--- config.mk ---
export PLATFORM = sky130hd
export DESIGN_NAME = errmsg_cache
export DESIGN_NICKNAME = d
export VERILOG_FILES = /design/src/rtl/emc_pkg.sv /design/src/rtl/emc_store.sv /design/src/rtl/emc_service.sv /design/src/rtl/emc_hostif.sv /design/src/rtl/errmsg_cache.sv
export SDC_FILE = /design/constraint.sdc
export NUM_CORES = 1
export LEC_CHECK = 0
export ABC_CLOCK_PERIOD_IN_PS = 9200
export BUFFER_PORTS_ARGS = -buffer_cell sky130_fd_sc_hd__buf_2
export CAP_MARGIN = 25
export CORE_MARGIN = 2
export CORE_UTILIZATION = 60
export CTS_CLUSTER_DIAMETER = 120
export DETAILED_ROUTE_END_ITERATION = 16
export MAX_ROUTING_LAYER = met4
export PLACE_DENSITY_LB_ADDON = 0.05
export RECOVER_POWER = 25
export SKIP_CTS_REPAIR_TIMING = 1
export SYNTH_ARGS = -nofsm -noshare
export SYNTH_HDL_FRONTEND = slang
export SYNTH_SLANG_ARGS = --single-unit
--- constraint.sdc ---
create_clock -name clk -period 9.2 [get_ports clk]
set_input_delay 0 -clock clk [delete_from_list [all_inputs] [get_ports clk]]
set_output_delay 0 -clock clk [all_outputs]
set_load 0.01 [all_outputs]
--- src/rtl/emc_pkg.sv ---
// Shared definitions for the error-report cache: host register offsets
// and the host word width. Assumes messages fit in MAX_WORDS host words.
package emc_pkg;
    localparam int HOST_W    = 32;
    localparam int MAX_WORDS = 3;

    typedef enum logic [2:0] {
        OFF_WORD0 = 3'd0,
        OFF_WORD1 = 3'd1,
        OFF_WORD2 = 3'd2,
        OFF_ACK   = 3'd3,
        OFF_OVCLR = 3'd4
    } emc_off_e;
endpackage

--- src/rtl/emc_store.sv ---
// Cache storage with a one-cycle duplicate check against every filled slot.
// Slots are filled in arrival order and are never freed until reset.
// Assumes DEPTH >= 2.
module emc_store #(
    parameter  int DEPTH = 8,
    parameter  int MSG_W = 67,
    localparam int CNT_W = $clog2(DEPTH + 1),
    localparam int IDX_W = $clog2(DEPTH)
) (
    input  logic             clk,
    input  logic             rst_n,
    input  logic [MSG_W-1:0] in_data,
    input  logic             in_valid,
    input  logic             in_err,
    input  logic [CNT_W-1:0] rd_idx,
    output logic [MSG_W-1:0] rd_entry,
    output logic [CNT_W-1:0] fill_cnt,
    output logic             ovf_evt
);
    logic [MSG_W-1:0] slot_q [DEPTH];
    logic [CNT_W-1:0] cnt_q;
    logic [DEPTH-1:0] hit;
    logic             dup;
    logic             full;
    logic             take;

    // One comparator per slot; only slots below the fill count can match.
    for (genvar g = 0; g < DEPTH; g++) begin : g_cmp
        localparam logic [CNT_W-1:0] SLOT_NUM = CNT_W'(g);
        assign hit[g] = (SLOT_NUM < cnt_q) && (slot_q[g] == in_data);
    end

    assign dup     = |hit;
    assign full    = (cnt_q == CNT_W'(DEPTH));
    assign take    = in_valid && !in_err && !dup;
    assign ovf_evt = take && full;

    // Write a new distinct word into the next free slot.
    always_ff @(posedge clk) begin
        if (!rst_n) begin
            cnt_q <= '0;
            for (int i = 0; i < DEPTH; i++) slot_q[i] <= '0;
        end else if (take && !full) begin
            slot_q[cnt_q[IDX_W-1:0]] <= in_data;
            cnt_q                    <= cnt_q + 1'b1;
        end
    end

    // Present the slot selected by the read index, zero past the end.
    always_comb begin
        if (rd_idx < CNT_W'(DEPTH)) rd_entry = slot_q[rd_idx[IDX_W-1:0]];
        else                        rd_entry = '0;
    end

    assign fill_cnt = cnt_q;
endmodule

--- src/rtl/emc_service.sv ---
// Service sequencer: read pointer, interrupt with a one-cycle gap after
// each acknowledge, and sticky overflow flag. Assumes fill_cnt never decreases
// except through reset.
module emc_service #(
    parameter  int DEPTH = 8,
    localparam int CNT_W = $clog2(DEPTH + 1)
) (
    input  logic             clk,
    input  logic             rst_n,
    input  logic [CNT_W-1:0] fill_cnt,
    input  logic             ack_req,
    input  logic             ovf_evt,
    input  logic             ovf_clr,
    output logic [CNT_W-1:0] rd_ptr,
    output logic             pending,
    output logic             irq,
    output logic             overflow
);
    logic [CNT_W-1:0] ptr_q;
    logic             irq_q;
    logic             ovf_q;

    assign pending = (ptr_q < fill_cnt);

    // Advance to the next entry on an acknowledge of a real entry.
    always_ff @(posedge clk) begin
        if (!rst_n)                 ptr_q <= '0;
        else if (ack_req && pending) ptr_q <= ptr_q + 1'b1;
    end

    // Interrupt: forced low on an acknowledge, otherwise follows pending.
    always_ff @(posedge clk) begin
        if (!rst_n)       irq_q <= 1'b0;
        else if (ack_req) irq_q <= 1'b0;
        else              irq_q <= pending;
    end

    // Sticky overflow; a new event wins over a clear in the same cycle.
    always_ff @(posedge clk) begin
        if (!rst_n)       ovf_q <= 1'b0;
        else if (ovf_evt) ovf_q <= 1'b1;
        else if (ovf_clr) ovf_q <= 1'b0;
    end

    assign rd_ptr   = ptr_q;
    assign irq      = irq_q;
    assign overflow = ovf_q;
endmodule

--- src/rtl/emc_hostif.sv ---
// Host register port: splits the current entry into 32-bit words, decodes
// the acknowledge and overflow-clear writes. Assumes MSG_W <= 96.
module emc_hostif
    import emc_pkg::*;
#(
    parameter int MSG_W = 67
) (
    input  logic              [2:0] host_addr,
    input  logic                    host_wr,
    input  logic        [MSG_W-1:0] entry,
    input  logic                    pending,
    output logic       [HOST_W-1:0] rdata,
    output logic                    ack_req,
    output logic                    ovf_clr
);
    localparam int PAD_W = MAX_WORDS * HOST_W;

    logic [PAD_W-1:0]  padded;
    logic [HOST_W-1:0] words [MAX_WORDS];

    assign padded = PAD_W'(entry);

    // Slice the zero-extended entry into host-sized words.
    for (genvar w = 0; w < MAX_WORDS; w++) begin : g_word
        assign words[w] = padded[w*HOST_W +: HOST_W];
    end

    // Read mux: current entry words at offsets 0..2, zero elsewhere or when idle.
    always_comb begin
        rdata = '0;
        if (pending && (host_addr < 3'(MAX_WORDS))) rdata = words[host_addr[1:0]];
    end

    // Write decode for the two command offsets.
    assign ack_req = host_wr && (host_addr == OFF_ACK);
    assign ovf_clr = host_wr && (host_addr == OFF_OVCLR);
endmodule

--- src/rtl/errmsg_cache.sv ---
// Error-report cache top: stores distinct error-message words, presents them
// in arrival order to a host and raises an interrupt per unserviced entry.
// Assumes a single clock and synchronous active-low reset.
module errmsg_cache #(
    parameter int DEPTH = 8,
    parameter int MSG_W = 67
) (
    input  logic             clk,
    input  logic             rst_n,
    input  logic [MSG_W-1:0] msg_data,
    input  logic             msg_valid,
    input  logic             msg_err,
    input  logic [2:0]       host_addr,
    input  logic             host_wr,
    output logic [31:0]      host_rdata,
    output logic             irq,
    output logic             overflow
);
    localparam int CNT_W = $clog2(DEPTH + 1);

    logic [CNT_W-1:0] fill_cnt;
    logic [CNT_W-1:0] rd_ptr;
    logic [MSG_W-1:0] cur_entry;
    logic             ovf_evt;
    logic             pending;
    logic             ack_req;
    logic             ovf_clr;

    emc_store #(.DEPTH(DEPTH), .MSG_W(MSG_W)) store_i (
        .clk      (clk),
        .rst_n    (rst_n),
        .in_data  (msg_data),
        .in_valid (msg_valid),
        .in_err   (msg_err),
        .rd_idx   (rd_ptr),
        .rd_entry (cur_entry),
        .fill_cnt (fill_cnt),
        .ovf_evt  (ovf_evt)
    );

    emc_service #(.DEPTH(DEPTH)) service_i (
        .clk      (clk),
        .rst_n    (rst_n),
        .fill_cnt (fill_cnt),
        .ack_req  (ack_req),
        .ovf_evt  (ovf_evt),
        .ovf_clr  (ovf_clr),
        .rd_ptr   (rd_ptr),
        .pending  (pending),
        .irq      (irq),
        .overflow (overflow)
    );

    emc_hostif #(.MSG_W(MSG_W)) hostif_i (
        .host_addr (host_addr),
        .host_wr   (host_wr),
        .entry     (cur_entry),
        .pending   (pending),
        .rdata     (host_rdata),
        .ack_req   (ack_req),
        .ovf_clr   (ovf_clr)
    );
endmodule

=== After elaboration in Yosys (flattened, before gate mapping) ===
Memories as Yosys holds them, arrays and structs flattened. A register that Yosys moved wholly into a read port is not among the register bits.
Index checks and enable logic that the tools add are counted.

* Register bits after elaboration: 10
* Memory bits (writable): 536
* Bits of input ports: 75
* Output and inout port bits: 34
* Memories kept: 1

{| class="wikitable"
|+ Memories
! name !! depth !! bits a word !! read ports !! clocked after Yosys merged registers in !! write ports !! RTL line !! source
|-
| store_i.slot_q || 8 || 67 || 9 || 1 || 8 || emc_store.sv:20 || <nowiki>logic [MSG_W-1:0] slot_q [DEPTH];</nowiki>
|}

* $add $sub $neg: 2
* $lt $le $gt $ge: 12
* Equal/unequal tests: 11
* Muxes and demuxes: 16
* Bitwise operators: 2
* Reductions and logical operators: 23

{| class="wikitable"
|+ Operator list
! kind !! count
|-
| $eq A67 B67 Y1 || 8
|-
| $mux W67 || 2
|-
| $mux W32 || 3
|-
| $reduce_or A67 Y1 || 1
|-
| $bmux W32 S2 || 1
|-
| $logic_and A1 B1 Y1 || 16
|-
| $lt A3 B4 Y1 const A || 4
|-
| $mux W3 || 3
|-
| $add A4 B1 Y4 const B || 2
|-
| $lt A1 B4 Y1 const A || 2
|-
| $lt A2 B4 Y1 const A || 2
|-
| $reduce_or A8 Y1 || 1
|-
| $mux W1 || 7
|-
| $eq A4 B4 Y1 const B || 1
|-
| $lt A4 B4 Y1 || 1
|-
| $lt A4 B4 Y1 const B || 1
|-
| $eq A3 B2 Y1 const B || 1
|-
| $eq A3 B3 Y1 const B || 1
|-
| $ge A3 B3 Y1 const B || 1
|-
| $logic_not A1 Y1 || 3
|-
| $lt A3 B2 Y1 const B || 1
|-
| $not A2 Y3 || 1
|-
| $reduce_bool A2 Y1 || 1
|-
| $reduce_or A2 Y1 || 1
|-
| $not A1 Y1 || 1
|}

=== Depth between registers and ports, before layout ===
An unclocked memory read counts as a cell.

* Word-level depth: 12
* Gate-level depth with buffers: 13

=== Modules after synthesis ===
Synthesis repeated with hierarchy kept, for this count alone.

* Cell total of the unflattened synthesis: 2,584
* Area total of the unflattened synthesis: 32,428.6 µm²

{| class="wikitable"
|+ By module, submodules not included
! module !! instances !! cells each !! area each (µm²)
|-
| emc_store || 1 || 2,468 || 31,492.7
|-
| emc_hostif || 1 || 82 || 603.1
|-
| emc_service || 1 || 34 || 332.8
|}

=== Worst setup path before layout ===
Ideal clock, no wire load.

* Path type: register to register
* Start: register store_i.cnt_q[1], in the netlist store_i.fill_cnt[1]
* End: memory store_i.slot_q[4][0] (enable)
* Library setup time: 0.585 ns
* Arrival time: 6.451 ns
* Slack: 2.164 ns
* Cell stages (with the launch flop): 13
* Path buffers: 3
* Period minus slack after synthesis: 7.036 ns
* Path through: dfxtp_1 clkbuf_1 inv_1 ha_1 a31oi_1 nand4_1 nor4_1 nand4_1 nand4_2 or2_1 buf_2 buf_2 o21ai_0

{| class="wikitable"
|+ RTL lines
! element !! RTL line !! source
|-
| from (decl) || emc_store.sv:21 || <nowiki>logic [CNT_W-1:0] cnt_q;</nowiki>
|-
| from (signal assigned) || emc_store.sv:45 || <nowiki>cnt_q <= cnt_q + 1'b1;</nowiki>
|-
| to (decl) || emc_store.sv:20 ||
|}

==> impl_metrics.py <==
metrics = {
    "cells_and_area": {
        "multi_input_area_um2": 13800,
        "final_util_pct": 67.0,
        "area_delta_synth_final_pct": 9.82,
        "drive_above_1_share_pct": 15.6,
        "fillCellCount": 3746,
        "seqCellArea_um2": 16400,
        "fin_nets": 2513,
    },
    "grt": {
        "grt_max_degree": 97,
        "grt_usage_pct": 52.5,
        "grt_pass1_wl_um": 184000,
        "grt_pass1_vias": 21900,
        "antenna_found_initial": 9,
        "grt_overflow_total": 0,
    },
    "synthesis": {
        "syn_inst": 2410,
        "ys_types": 53,
        "netlist_area_um2": 31400,
        "ys_seq_area_share_pct": 52.0,
        "synth_area_per_cell_um2": 13.0,
        "yosysMostFrequentCell": "edfxtp_1",
        "async_flop_share_pct": 0,
        "synth_top_cell_by_area": "edfxtp_1",
        "synth_area_leaders": "edfxtp_1 51%, mux4_2 12%, xor2_1 7.2%, and2_1 7.0%, xnor2_1 5.8%",
        "synth_commonest_cells": "536 x edfxtp_1, 352 x and2_1, 258 x xor2_1",
        "synthFlopType": "edfxtp_1",
        "ys_seq_elements": 549,
        "yosysTopAreaCellShare_pct": 51.2,
        "synth-edff-count": 536,
        "yosys_warnings": 0,
        "synthesis.nets": 2491,
    },
    "route": {
        "antenna_left": 0,
        "routed_wl_um": 138000,
        "firstDrtPassIters": 7,
        "viasPerCell": 7.49,
        "vias": 23700,
        "drc": 0,
        "wl_per_cell_um": 43.4,
        "drtIter0Drc": 4631,
    },
    "pwr": {
        "power.density_nw_per_um2": 178,
        "leakage_nw": 11.7,
        "peakVddDrop_mv": 0.160,
    },
    "timing": {
        "rsz0062_at_grt": "no",
        "period_needed_ns": 7.50,
        "hold_ws_ns": -0.0458,
        "fin_crit_sh_pct": 81.5,
        "setup-tns-final_ns": 0,
        "worstMarginPinSlew_ns": 3.04,
        "fmax_mhz": 133,
        "slew_headroom_pct": -102,
        "hold_viol_final": 15,
        "fin_ws_ns": 1.70,
        "slew_viol_final": 205,
        "fin_skew_ns": 0.0199,
        "setup_violations": 0,
    },
    "cts": {
        "clock_tree.buffer_depth": 3,
        "htreeDepth": 2,
        "clk_latency_ns": 0.65,
        "clock_sinks": 549,
        "clk_pin_slew_ns": 0.06,
        "cts_made_buffers": 59,
        "cts-root-buf": "clkbuf_16",
        "cts_tree": "done",
    },
    "setup_path": {
        "startpoint_type": "flip-flop",
        "cp.required_ns": 9.58,
        "critPathMaxFanout": 48,
        "endpoint_kind": "flip-flop",
        "arrival_ns": 7.88,
        "path_class": "flip-flop to flip-flop",
    },
    "job": {
        "cap_violations": 5,
    },
    "worst_hold_path": {
        "hold_path_class": "input pin to flip-flop",
    },
    "floorplan": {
        "dieHeight_um": 233,
        "die_x_um": 233,
        "num_rows": 83,
        "die_area_um2": 54200,
        "ioPinCount": 109,
        "coreArea_um2": 51500,
        "start_util_pct": 61.0,
    },
    "place": {
        "place.gp.congestion": 1.11,
        "port_buffers": 108,
        "hpwl_um": 96500,
        "dp_slack_ns": 3.37,
    },
    "status": {
        "violations": "negative hold slack, max-capacitance violations, max-slew violations",
        "status": "complete, but fails checks",
    },
}
==> cell type report <==
| type | count | area share [%] |
|---|---|---|
| flip-flops and latches | 549 | 47.4 |
| multi-input cells | 1563 | 39.9 |
| clock buffers | 72 | 4.42 |
| repair buffers | 210 | 4.09 |
| well taps | 680 | 2.47 |
| clock inverters | 35 | 1.13 |
| inverters | 49 | 0.533 |
| diodes | 10 | 0.0725 |
==> metrics by stage <==
step | hold WS (ns) | instances | power (mW) | instance area (µm²)
3_3_place_gp | 0.375 | 2986 | 3.68 | 32000
6_report | -0.0458 | 3168 | 6.16 | 34500
2_1_floorplan | 0.202 | 2410 | 3.35 | 31400
4_1_cts | -0.270 | 3094 | 6.05 | 34000
5_1_grt | 0.00156 | 3164 | 6.20 | 34500
3_5_place_dp | 0.377 | 2987 | 3.69 | 32000
==> logic make-up after synthesis <==
group | synth area share, %
flops | 52.0
compound gates | 2.10
fa+ha+maj | 0.239
buf+inv | 4.55
simple gates | 15.9
xor+xnor | 13.0
mux | 12.1
==> critical path: stages, from the launching register on <==
cell and delay [ns]:
dfxtp_1 0.51, inv_1 0.30, ha_1 0.38, a2111oi_0 0.98
nand4_1 0.34, nor3_1 0.37, nand4_1 0.35, nand3_1 1.81
nor3_1 0.28, clkbuf_1 1.22, and2_1 0.62
==> placed cells by master, fill, tap and decap left out, drive strengths merged, types with 32 or more instances in the layout <==
cell type,instances
nand4,72
buf,114
edfxtp,536
clkinv,32
nand2b,32
dlygate4sd3,59
xnor2,209
inv,42
nor4,162
nor2b,45
and2,352
xor2,258
nor3,126
mux4,166
clkbuf,109
==> sequential cells by signal (all words and copies together), names as in the netlist, named ones only <==
| name | flops |
|---|---|
| store_i.fill_cnt | 4 |
| service_i.rd_ptr | 4 |
| store_i.slot_q | 536 |
| service_i.overflow | 1 |
| service_i.irq | 1 |
==> layer usage <==
| metal | wire length, µm | GRT usage (%) | up-vias |
|---|---|---|---|
| met5 | 0 | - | - |
| met1 | 44100 | 64.2 | 11700 |
| li1 | - | - | 8950 |
| met2 | 58200 | 73.4 | 2499 |
| met4 | 13000 | 36.7 | 0 |
| met3 | 22300 | 17.9 | 587 |
==> where the power goes <==
part | leakage [nW] | internal (mW) | switching, mW
combinational | 5.14 | 0.222 | 0.561
clock | 0.936 | 1.40 | 1.04
sequential | 5.65 | 2.84 | 0.0926
total | 11.7 | 4.46 | 1.70
==> path summary, 6_finish.rpt <==
| kind | start | to | slack [ns] | depth (start not counted) |
|---|---|---|---|---|
| max | store_i.fill_cnt[1]$_SDFFE_PN0P_ | store_i.slot_q[3][28]$_SDFFCE_PN0P_ | 1.70 | 10 |
| max reg2reg | store_i.fill_cnt[1]$_SDFFE_PN0P_ | store_i.slot_q[3][28]$_SDFFCE_PN0P_ | 1.70 | 10 |
| min reg2reg | service_i.rd_ptr[1]$_SDFFE_PN0P_ | flip-flop | 0.58 | 2 |
| min | host_addr[2] | flip-flop | -0.05 | 5 |
Power figures use the tool's default switching activity.
